[config.mk]
export PLATFORM = sky130hd
export DESIGN_NAME = pt_sum_region
export DESIGN_NICKNAME = d
export VERILOG_FILES = /design/src/rtl/pt_sum_pkg.sv /design/src/rtl/pt_term.sv /design/src/rtl/pt_xor_stage.sv /design/src/rtl/pt_macrocell.sv /design/src/rtl/pt_sum_region.sv
export SDC_FILE = /design/constraint.sdc
export NUM_CORES = 1
export LEC_CHECK = 0
export BUFFER_PORTS_ARGS = -buffer_cell sky130_fd_sc_hd__buf_2
export CORE_AREA = 2 2 347 349
export DETAILED_ROUTE_END_ITERATION = 10
export DIE_AREA = 0 0 349 351
export PLACE_DENSITY = 0.37
export SLEW_MARGIN = 20
export SYNTH_ARGS = -nofsm -noshare
export SYNTH_HDL_FRONTEND = slang
export SYNTH_SLANG_ARGS = --single-unit
[constraint.sdc]
create_clock -name vclk -period 6.75
set_input_delay 0.675 -clock vclk [all_inputs]
set_output_delay 0.675 -clock vclk [all_outputs]
set_load 0.1 [all_outputs]
[src/rtl/pt_sum_pkg.sv]
package pt_sum_pkg;
  localparam int unsigned PT_NUM_IN = 16;
  localparam int unsigned PT_NUM_MC = 4;
  localparam int unsigned PT_NUM_PT = 5;
  localparam int unsigned PT_IDX_W  = 3;

  typedef enum logic [1:0] {
    XOP_ZERO = 2'd0,
    XOP_ONE  = 2'd1,
    XOP_TERM = 2'd2,
    XOP_RSVD = 2'd3
  } xop_e;
endpackage

[src/rtl/pt_term.sv]
module pt_term #(
  parameter int unsigned W = 8
) (
  input  logic [W-1:0] lit_i,
  input  logic [W-1:0] pos_i,
  input  logic [W-1:0] neg_i,
  input  logic         en_i,
  output logic         hit_o
);
  // a term fails if any selected literal has the wrong level
  assign hit_o = en_i & ~|((pos_i & ~lit_i) | (neg_i & lit_i));
endmodule

[src/rtl/pt_xor_stage.sv]
module pt_xor_stage
  import pt_sum_pkg::*;
(
  input  logic       sum_i,
  input  logic [1:0] mode_i,
  input  logic       term_i,
  output logic       y_o
);
  logic op;

  always_comb begin
    case (mode_i)
      XOP_ONE:  op = 1'b1;
      XOP_TERM: op = term_i;
      default:  op = 1'b0;
    endcase
  end

  assign y_o = sum_i ^ op;
endmodule

[src/rtl/pt_macrocell.sv]
module pt_macrocell
  import pt_sum_pkg::*;
#(
  parameter int unsigned NUM_IN = PT_NUM_IN,
  parameter int unsigned NUM_MC = PT_NUM_MC,
  parameter int unsigned NUM_PT = PT_NUM_PT,
  parameter int unsigned IDX_W  = PT_IDX_W
) (
  input  logic [NUM_IN-1:0]                 in_i,
  input  logic [NUM_MC-1:0]                 fb_i,
  input  logic [NUM_PT*(NUM_IN+NUM_MC)-1:0] pos_i,
  input  logic [NUM_PT*(NUM_IN+NUM_MC)-1:0] neg_i,
  input  logic [NUM_PT-1:0]                 en_i,
  input  logic [1:0]                        xor_mode_i,
  input  logic [IDX_W-1:0]                  xor_pt_i,
  input  logic [IDX_W-1:0]                  fb_pt_i,
  input  logic                              casc_en_i,
  input  logic                              casc_i,
  output logic                              fb_o,
  output logic                              casc_o,
  output logic                              xor_o
);
  localparam int unsigned LW = NUM_IN + NUM_MC;

  logic [NUM_PT-1:0] term_g;
  logic [NUM_PT-1:0] term_f;
  logic [NUM_PT-1:0] term;
  logic [NUM_PT-1:0] fb_src;
  logic [NUM_PT-1:0] to_xor;
  logic              steer;
  logic              xop_term;

  assign steer = (xor_mode_i == XOP_TERM);

  for (genvar k = 0; k < NUM_PT; k++) begin : g_pt
    localparam int unsigned B = k * LW;

    pt_term #(.W(NUM_IN)) u_glb (
      .lit_i (in_i),
      .pos_i (pos_i[B +: NUM_IN]),
      .neg_i (neg_i[B +: NUM_IN]),
      .en_i  (en_i[k]),
      .hit_o (term_g[k])
    );

    pt_term #(.W(NUM_MC)) u_fbk (
      .lit_i (fb_i),
      .pos_i (pos_i[B+NUM_IN +: NUM_MC]),
      .neg_i (neg_i[B+NUM_IN +: NUM_MC]),
      .en_i  (1'b1),
      .hit_o (term_f[k])
    );

    assign fb_src[k] = (fb_pt_i == IDX_W'(k));
    assign to_xor[k] = steer && (xor_pt_i == IDX_W'(k));
    // foldback source skips its foldback literals: no loop through the bus
    assign term[k]   = term_g[k] & (fb_src[k] | term_f[k]);
  end

  always_comb begin
    fb_o     = 1'b1;
    xop_term = 1'b0;
    for (int unsigned k = 0; k < NUM_PT; k++) begin
      if (fb_src[k]) fb_o = ~term_g[k];
      if (xor_pt_i == IDX_W'(k)) xop_term = term[k];
    end
  end

  assign casc_o = (casc_en_i & casc_i) | (|(term & ~to_xor));

  pt_xor_stage u_xor (
    .sum_i  (casc_o),
    .mode_i (xor_mode_i),
    .term_i (xop_term),
    .y_o    (xor_o)
  );
endmodule

[src/rtl/pt_sum_region.sv]
module pt_sum_region
  import pt_sum_pkg::*;
#(
  parameter int unsigned NUM_IN = PT_NUM_IN,
  parameter int unsigned NUM_MC = PT_NUM_MC,
  parameter int unsigned NUM_PT = PT_NUM_PT,
  parameter int unsigned IDX_W  = PT_IDX_W
) (
  input  logic [NUM_IN-1:0]                        in_i,
  input  logic                                     casc_i,
  input  logic [NUM_MC*NUM_PT*(NUM_IN+NUM_MC)-1:0] pos_mask_i,
  input  logic [NUM_MC*NUM_PT*(NUM_IN+NUM_MC)-1:0] neg_mask_i,
  input  logic [NUM_MC*NUM_PT-1:0]                 term_en_i,
  input  logic [NUM_MC-1:0]                        casc_en_i,
  input  logic [2*NUM_MC-1:0]                      xor_mode_i,
  input  logic [IDX_W*NUM_MC-1:0]                  xor_pt_i,
  input  logic [IDX_W*NUM_MC-1:0]                  fb_pt_i,
  output logic [NUM_MC-1:0]                        xor_o,
  output logic [NUM_MC-1:0]                        casc_o,
  output logic [NUM_MC-1:0]                        fb_o
);
  localparam int unsigned LW    = NUM_IN + NUM_MC;
  localparam int unsigned SLICE = NUM_PT * LW;

  logic [NUM_MC:0] chain;

  assign chain[0] = casc_i;

  for (genvar i = 0; i < NUM_MC; i++) begin : g_mc
    pt_macrocell #(
      .NUM_IN (NUM_IN),
      .NUM_MC (NUM_MC),
      .NUM_PT (NUM_PT),
      .IDX_W  (IDX_W)
    ) u_mc (
      .in_i       (in_i),
      .fb_i       (fb_o),
      .pos_i      (pos_mask_i[i*SLICE +: SLICE]),
      .neg_i      (neg_mask_i[i*SLICE +: SLICE]),
      .en_i       (term_en_i[i*NUM_PT +: NUM_PT]),
      .xor_mode_i (xor_mode_i[2*i +: 2]),
      .xor_pt_i   (xor_pt_i[IDX_W*i +: IDX_W]),
      .fb_pt_i    (fb_pt_i[IDX_W*i +: IDX_W]),
      .casc_en_i  (casc_en_i[i]),
      .casc_i     (chain[i]),
      .fb_o       (fb_o[i]),
      .casc_o     (chain[i+1]),
      .xor_o      (xor_o[i])
    );
    assign casc_o[i] = chain[i+1];
  end
endmodule

== Word-level counts from Yosys, hierarchy flattened ==
Index checks and enable logic that the tools add are counted.

* Bits in latches: 0
* Register bits: 0
* Word-level logic and storage cells: 418
* Bits in writable memories: 0
* Input port bits: 873
* Output and inout bits: 12
* Memories kept: 0
* Memory bits (read-only): 0

* Equality and inequality tests: 40
* Muxes and demuxes: 44
* Shift-type cells: 0
* Div/mod/pow operators: 0
* Bitwise operators: 222
* Reductions and logical operators: 112
* $add $sub $neg: 0
* Multiply operators: 0
* Magnitude comparators: 0

{| class="wikitable"
|+ Operator list
! kind !! count
|-
| AND 16 bit || 40
|-
| OR 16 bit || 20
|-
| OR reduction 16 bit || 20
|-
| AND 4 bit || 40
|-
| OR 4 bit || 20
|-
| OR reduction 4 bit || 20
|-
| equality test 3 x 2 -> 1 bit (second input constant) || 16
|-
| AND 1 bit || 44
|-
| zero test 1 bit || 40
|-
| 2-to-1 mux 1 bit || 40
|-
| equality test 3 x 1 -> 1 bit (second input constant) || 8
|-
| equality test 3 bit (second input constant) || 8
|-
| zero test 3 bit || 8
|-
| OR 1 bit || 24
|-
| AND 5 bit || 4
|-
| logical AND 1 bit || 20
|-
| NOT 1 bit || 20
|-
| NOT 5 bit || 4
|-
| OR reduction 5 bit || 4
|-
| NOT 16 bit || 1
|-
| equality test 2 x 1 -> 1 bit (second input constant) || 4
|-
| equality test 2 bit (second input constant) || 4
|-
| one-hot mux 1 bit (2 select lines) || 4
|-
| NOT 4 bit || 1
|-
| bitwise XOR 1 bit || 4
|}

== Depth between registers and ports, before layout ==
* Depth after elaboration: 29
* Mapped depth: 20
* Gate-level depth less buffers: 14

== Modules after synthesis ==
A second synthesis with hierarchy kept.

* Cell total of the unflattened synthesis: 812
* Area, all modules: 6,766.5 um2

{| class="wikitable"
|+ Modules (own cells, without submodules)
! module !! sequential area each (um2) !! area each (um2) !! instances !! cells each
|-
| pt_term (g_mc[0].u_mc.g_pt[0].u_glb ...) || 0.0 || 203.9 || 20 || 22
|-
| pt_macrocell || 0.0 || 341.6 || 4 || 49
|-
| pt_term (g_mc[0].u_mc.g_pt[0].u_fbk ...) || 0.0 || 52.6 || 20 || 7
|-
| pt_xor_stage || 0.0 || 67.6 || 4 || 9
|}

== Worst setup path before layout ==
OpenSTA, ideal clock, no wires.

* Path type: input -> output
* From: input in_i[9]
* To: output xor_o[3]
* Stages: 17
* Data arrival time: 4.454 ns
* Slack: 1.621 ns
* Path buffers: 3
* Required time: 6.075 ns
* Cells stage by stage: buf_2 > mux2i_1 > nand2_1 > or4_1 > a311o_1 > a211oi_1 > buf_2 > nor2_2 > mux2i_1 > and3_1 > a21oi_1 > nor2_1 > a211o_2 > a2111oi_4 > o21ai_2 > xor2_1 > buf_4

* Longest elaborated chain between the ends: 29
* Elaborated cells on any way between the ends: 324
* Classes of those cells: mux: 26; bitwise: 214; reduce/logical: 84

{| class="wikitable"
|+ Ends and longest elaborated chain
! what !! RTL line !! text
|-
| start, declared || pt_sum_region.sv:9 || <nowiki>input logic [NUM_IN-1:0] in_i,</nowiki>
|-
| NOT 16 bit || pt_term.sv:11 || <nowiki>assign hit_o = en_i & ~|((pos_i & ~lit_i) | (neg_i & lit_i));</nowiki>
|-
| AND 16 bit || pt_term.sv:11 ||
|-
| OR 16 bit || pt_term.sv:11 ||
|-
| OR reduction 16 bit || pt_term.sv:11 ||
|-
| zero test 1 bit || pt_term.sv:11 ||
|-
| AND 1 bit || pt_term.sv:11 ||
|-
| NOT 1 bit || pt_macrocell.sv:64 || <nowiki>if (fb_src[k]) fb_o = ~term_g[k];</nowiki>
|-
| 2-to-1 mux 1 bit (4 in series) || pt_macrocell.sv:64 ||
|-
| [... 1 more ...] || n/a ||
|-
| net g_mc[2].u_mc.fb_o || pt_macrocell.sv:19 || <nowiki>output logic fb_o,</nowiki>
|-
| [... 10 more ...] || n/a ||
|-
| net g_mc[0].u_mc.casc_o || pt_macrocell.sv:20 || <nowiki>output logic casc_o,</nowiki>
|-
| AND 1 bit (*) || pt_macrocell.sv:69 || <nowiki>assign casc_o = (casc_en_i & casc_i) | (|(term & ~to_xor));</nowiki>
|-
| OR 1 bit (*) || pt_macrocell.sv:69 ||
|-
| AND 1 bit (*) || pt_macrocell.sv:69 ||
|-
| OR 1 bit (*) || pt_macrocell.sv:69 ||
|-
| AND 1 bit (*) || pt_macrocell.sv:69 ||
|-
| OR 1 bit (*) || pt_macrocell.sv:69 ||
|-
| net g_mc[3].u_mc.casc_o || pt_macrocell.sv:20 ||
|-
| bitwise XOR 1 bit (*) || pt_xor_stage.sv:19 || <nowiki>assign y_o = sum_i ^ op;</nowiki>
|-
| end, declared || pt_sum_region.sv:18 || <nowiki>output logic [NUM_MC-1:0] xor_o,</nowiki>
|}

The timed path passes the listed nets; every way through them passes the cells marked *.

== Worst setup path after layout ==
* From: input in_i[3]
* To: output xor_o[2]

* Longest elaborated chain between the ends: 27
* Elaborated cells on any way between the ends: 285
* Classes of those cells: mux: 26; bitwise: 186; reduce/logical: 73

{| class="wikitable"
|+ Ends and longest elaborated chain
! what !! RTL line
|-
| NOT 16 bit || pt_term.sv:11
|-
| AND 16 bit || pt_term.sv:11
|-
| OR 16 bit || pt_term.sv:11
|-
| OR reduction 16 bit || pt_term.sv:11
|-
| zero test 1 bit || pt_term.sv:11
|-
| AND 1 bit || pt_term.sv:11
|-
| NOT 1 bit || pt_macrocell.sv:64
|-
| 2-to-1 mux 1 bit (5 in series) || pt_macrocell.sv:64
|-
| [... 7 more ...] || n/a
|-
| AND 5 bit || pt_macrocell.sv:69
|-
| OR reduction 5 bit || pt_macrocell.sv:69
|-
| OR 1 bit || pt_macrocell.sv:69
|-
| AND 1 bit || pt_macrocell.sv:69
|-
| OR 1 bit || pt_macrocell.sv:69
|-
| AND 1 bit || pt_macrocell.sv:69
|-
| OR 1 bit || pt_macrocell.sv:69
|-
| bitwise XOR 1 bit (*) || pt_xor_stage.sv:19
|}

Every way passes the cells marked *; elsewhere a longest branch is shown, timed or not.

==> key figures <==
Outcome
  – Status: complete, no violations

Setup path
  – CP Capture Type: output pin
  – Critical path data required time: 6.07 ns
  – Crit path DAT: 5.87 ns
  – CP Class: input port to output pin
  – CP startpoint kind: input port
  – CP Max Fanout: 10

Placement
  – Placement Cell Area: 14,500 um2
  – Port Buffers: 885
  – RePlAce Congestion: 0.938
  – HPWL Detailed: 112,000 um

Logic synthesis
  – Area contributors post-synth: mux2i_1 42%, nand2_1 5.4%, nand4_1 5.0%
  – Syn nets: 1,937
  – Mapped Avg Cell Area: 7.20 um2
  – Synth top area share: 42.3%
  – Yosys warning count: 0
  – Post-synthesis sequential area ratio: 0%
  – Yosys cell types: 74
  – Synth area leader: mux2i_1
  – Synthesized instance count: 1,056
  – Synth Cell Area: 7600 um2

GRT
  – Vias in the first global route: 13,500
  – Grt ovf: 0
  – Largest net degree at the start of global routing: 25
  – Initial antenna violation count: 169
  – All-Layer GR Usage: 18.8%
  – First-pass GRT wire length: 148,000 um

Floorplan
  – I/O pin cnt: 885
  – Die span in x: 349 um
  – Initial core utilization: 6.39%
  – Core Region: 119,000 um2
  – Site Rows: 127
  – Die H: 351 um
  – Die area: 122,000 um2

Power and ir drop
  – Max IR drop VDD: 0.0000356 V
  – Reg power frac: 0%
  – Switch share: 56.9%
  – Clock share of power: 0%
  – Sw Pwr: 497 uW
  – Pwr per Cell Area: 59.8 nW/um2
  – Internal power: 376 uW
  – Tot Pwr: 873 uW
  – Leak: 0.00747 uW
  – Combinational share of power: 100.0%

Routing
  – Routed wire per std cell: 34.3 um
  – Routed wire length: 122,000 um
  – Antenna-violating nets left: 0
  – DR pass1 iterations: 5
  – Vias post-DR: 13,500
  – Drt drc: 0
  – Via-to-Cell Ratio: 3.81
  – Initial drt markers: 1,027

Finish
  – Final #Nets: 2,839
  – Fillers: 14,000
  – Fin util: 12.3%
  – Multi-input combinational cell area: 7030 um2
  – Syn-to-layout area delta: 92.2%
  – Register area: 0 um2
  – Design area: 14,600 um2
  – CLK BUF: 0
  – Layout cell share with drive strength beyond 1: 51.8%
  – Sequential cell count: 0

Flow run
  – Total of max-cap violations: 0

Timing
  – Setup-failing EPs final: 0
  – RSZ-0062 raised after global routing: no
  – Min cycle time layout: 6.54 ns
  – Final Hold Fails: 0
  – Max Slew Vio Count: 0
  – Setup_tns: 0 ns
  – Worst Tran Pin Value: 0.877 ns
  – Worst hold slack: 1.89 ns
  – Relative slew margins: 41.4%
  – Post-route clock period utilization: 96.9%
  – Fmax: 153 MHz

Worst hold path
  – Hold Path End: casc_o[2]
  – Min-delay src: casc_en_i[2]
  – Hold Path Class: input port to output pin
  – Hold path cells: 4

CTS
  – Hold Buf Count CTS: 0
worst max path at each step:
stage,startpoint,slack (ns),end,depth (start not counted)
global placement,in_i[4],-0.13,xor_o[3],19
finish,in_i[3],0.21,xor_o[2],17
CTS,in_i[2],0.05,xor_o[2],16
global route,in_i[10],0.01,xor_o[3],19
floorplan,in_i[9],1.62,xor_o[3],17
detailed placement,in_i[4],-0.13,xor_o[3],19
layout make-up:
cell class / instances / area share, %
inverters: 44 / 1.16
repair buffers: 976 / 36.7
multi-input cells: 936 / 48.1
diodes: 45 / 0.771
well taps: 1548 / 13.3
metal layers:
layer,global-route usage (%),vias to the layer above,part of all wire [%]
met5,0,-,0.54
met4,5.97,100,4.1
met3,5.93,296,8.8
met2,31.5,863,46
met1,22.6,6337,41
li1,-,5909,-
synth_stat cells (6+ instances only):
| cell type | instances |
|---|---|
| ha_1 | 8 |
| mux2_2 | 13 |
| a211oi_1 | 13 |
| a22oi_1 | 10 |
| clkbuf_1 | 10 |
| o2111ai_1 | 8 |
| buf_4 | 30 |
| nand2b_1 | 28 |
| a21oi_1 | 21 |
| buf_2 | 31 |
| inv_1 | 44 |
| nand3_1 | 69 |
| a2111oi_0 | 9 |
| o21ai_0 | 24 |
| a31oi_1 | 13 |
| o211ai_1 | 7 |
| and3_1 | 14 |
| a222oi_1 | 6 |
| nor2_1 | 46 |
| nor4_1 | 13 |
| nor3_1 | 28 |
| mux2i_1 | 321 |
| nand4_1 | 61 |
| nand2_1 | 109 |
| nor2b_1 | 19 |
through the flow:
stage,setup WS [ns],cells
6_report,0.206,3549
5_1_grt,0.0150,3528
3_5_place_dp,-0.131,3502
3_3_place_gp,-0.131,3502
2_1_floorplan,1.62,1056
4_1_cts,0.0536,3502
cell families after synthesis:
group	synth area share, %
compound gates	16.0
xor+xnor	0.461
fa+ha+maj	1.32
buf+inv	8.33
mux	44.5
simple gates	29.4
worst max-delay path, stage by stage:
cell        delay [ns]
buf_2             0.37
clkinvlp_4        0.25
buf_4             0.22
a222oi_1          0.61
and4b_1           0.44
and4_1            0.21
or3_1             0.26
a21boi_4          0.22
mux2i_1           0.19
a32oi_1           0.31
a311o_1           0.16
o31ai_1           0.07
a211o_2           0.38
a2111oi_4         0.77
o21bai_2          0.18
xor2_1            0.30
buf_12            0.21
layout by cell type (no fill, tap or decap), types with 24 or more instances in the layout:
| master | count |
|---|---|
| buf_2 | 876 |
| mux2i_1 | 319 |
| nand2_1 | 108 |
| buf_4 | 81 |
| nand3_1 | 69 |
| nand4_1 | 61 |
| nor2_1 | 46 |
| diode_2 | 45 |
| inv_1 | 43 |
| nand2b_1 | 28 |
| nor3_1 | 27 |
| o21ai_0 | 24 |
power by group through the flow:
stage                     Combinational, uW  Sequential (uW)  Clock (uW)
final                                   873                0    0.000845
after global routing                    923                0    0.000479
after CTS                               878                0           0
after detailed placement                875                0           0
after global placement                  877                0           0
after floorplan                         330                0           0
what timing repair did:
action                                  in CTS  in global routing
resized for setup                            1                  6
endpoints found under the setup margin       2                  3
setup buffers                                0                  2
cloned                                       0                  0
Note: power is estimated with default switching activity, not from simulation.
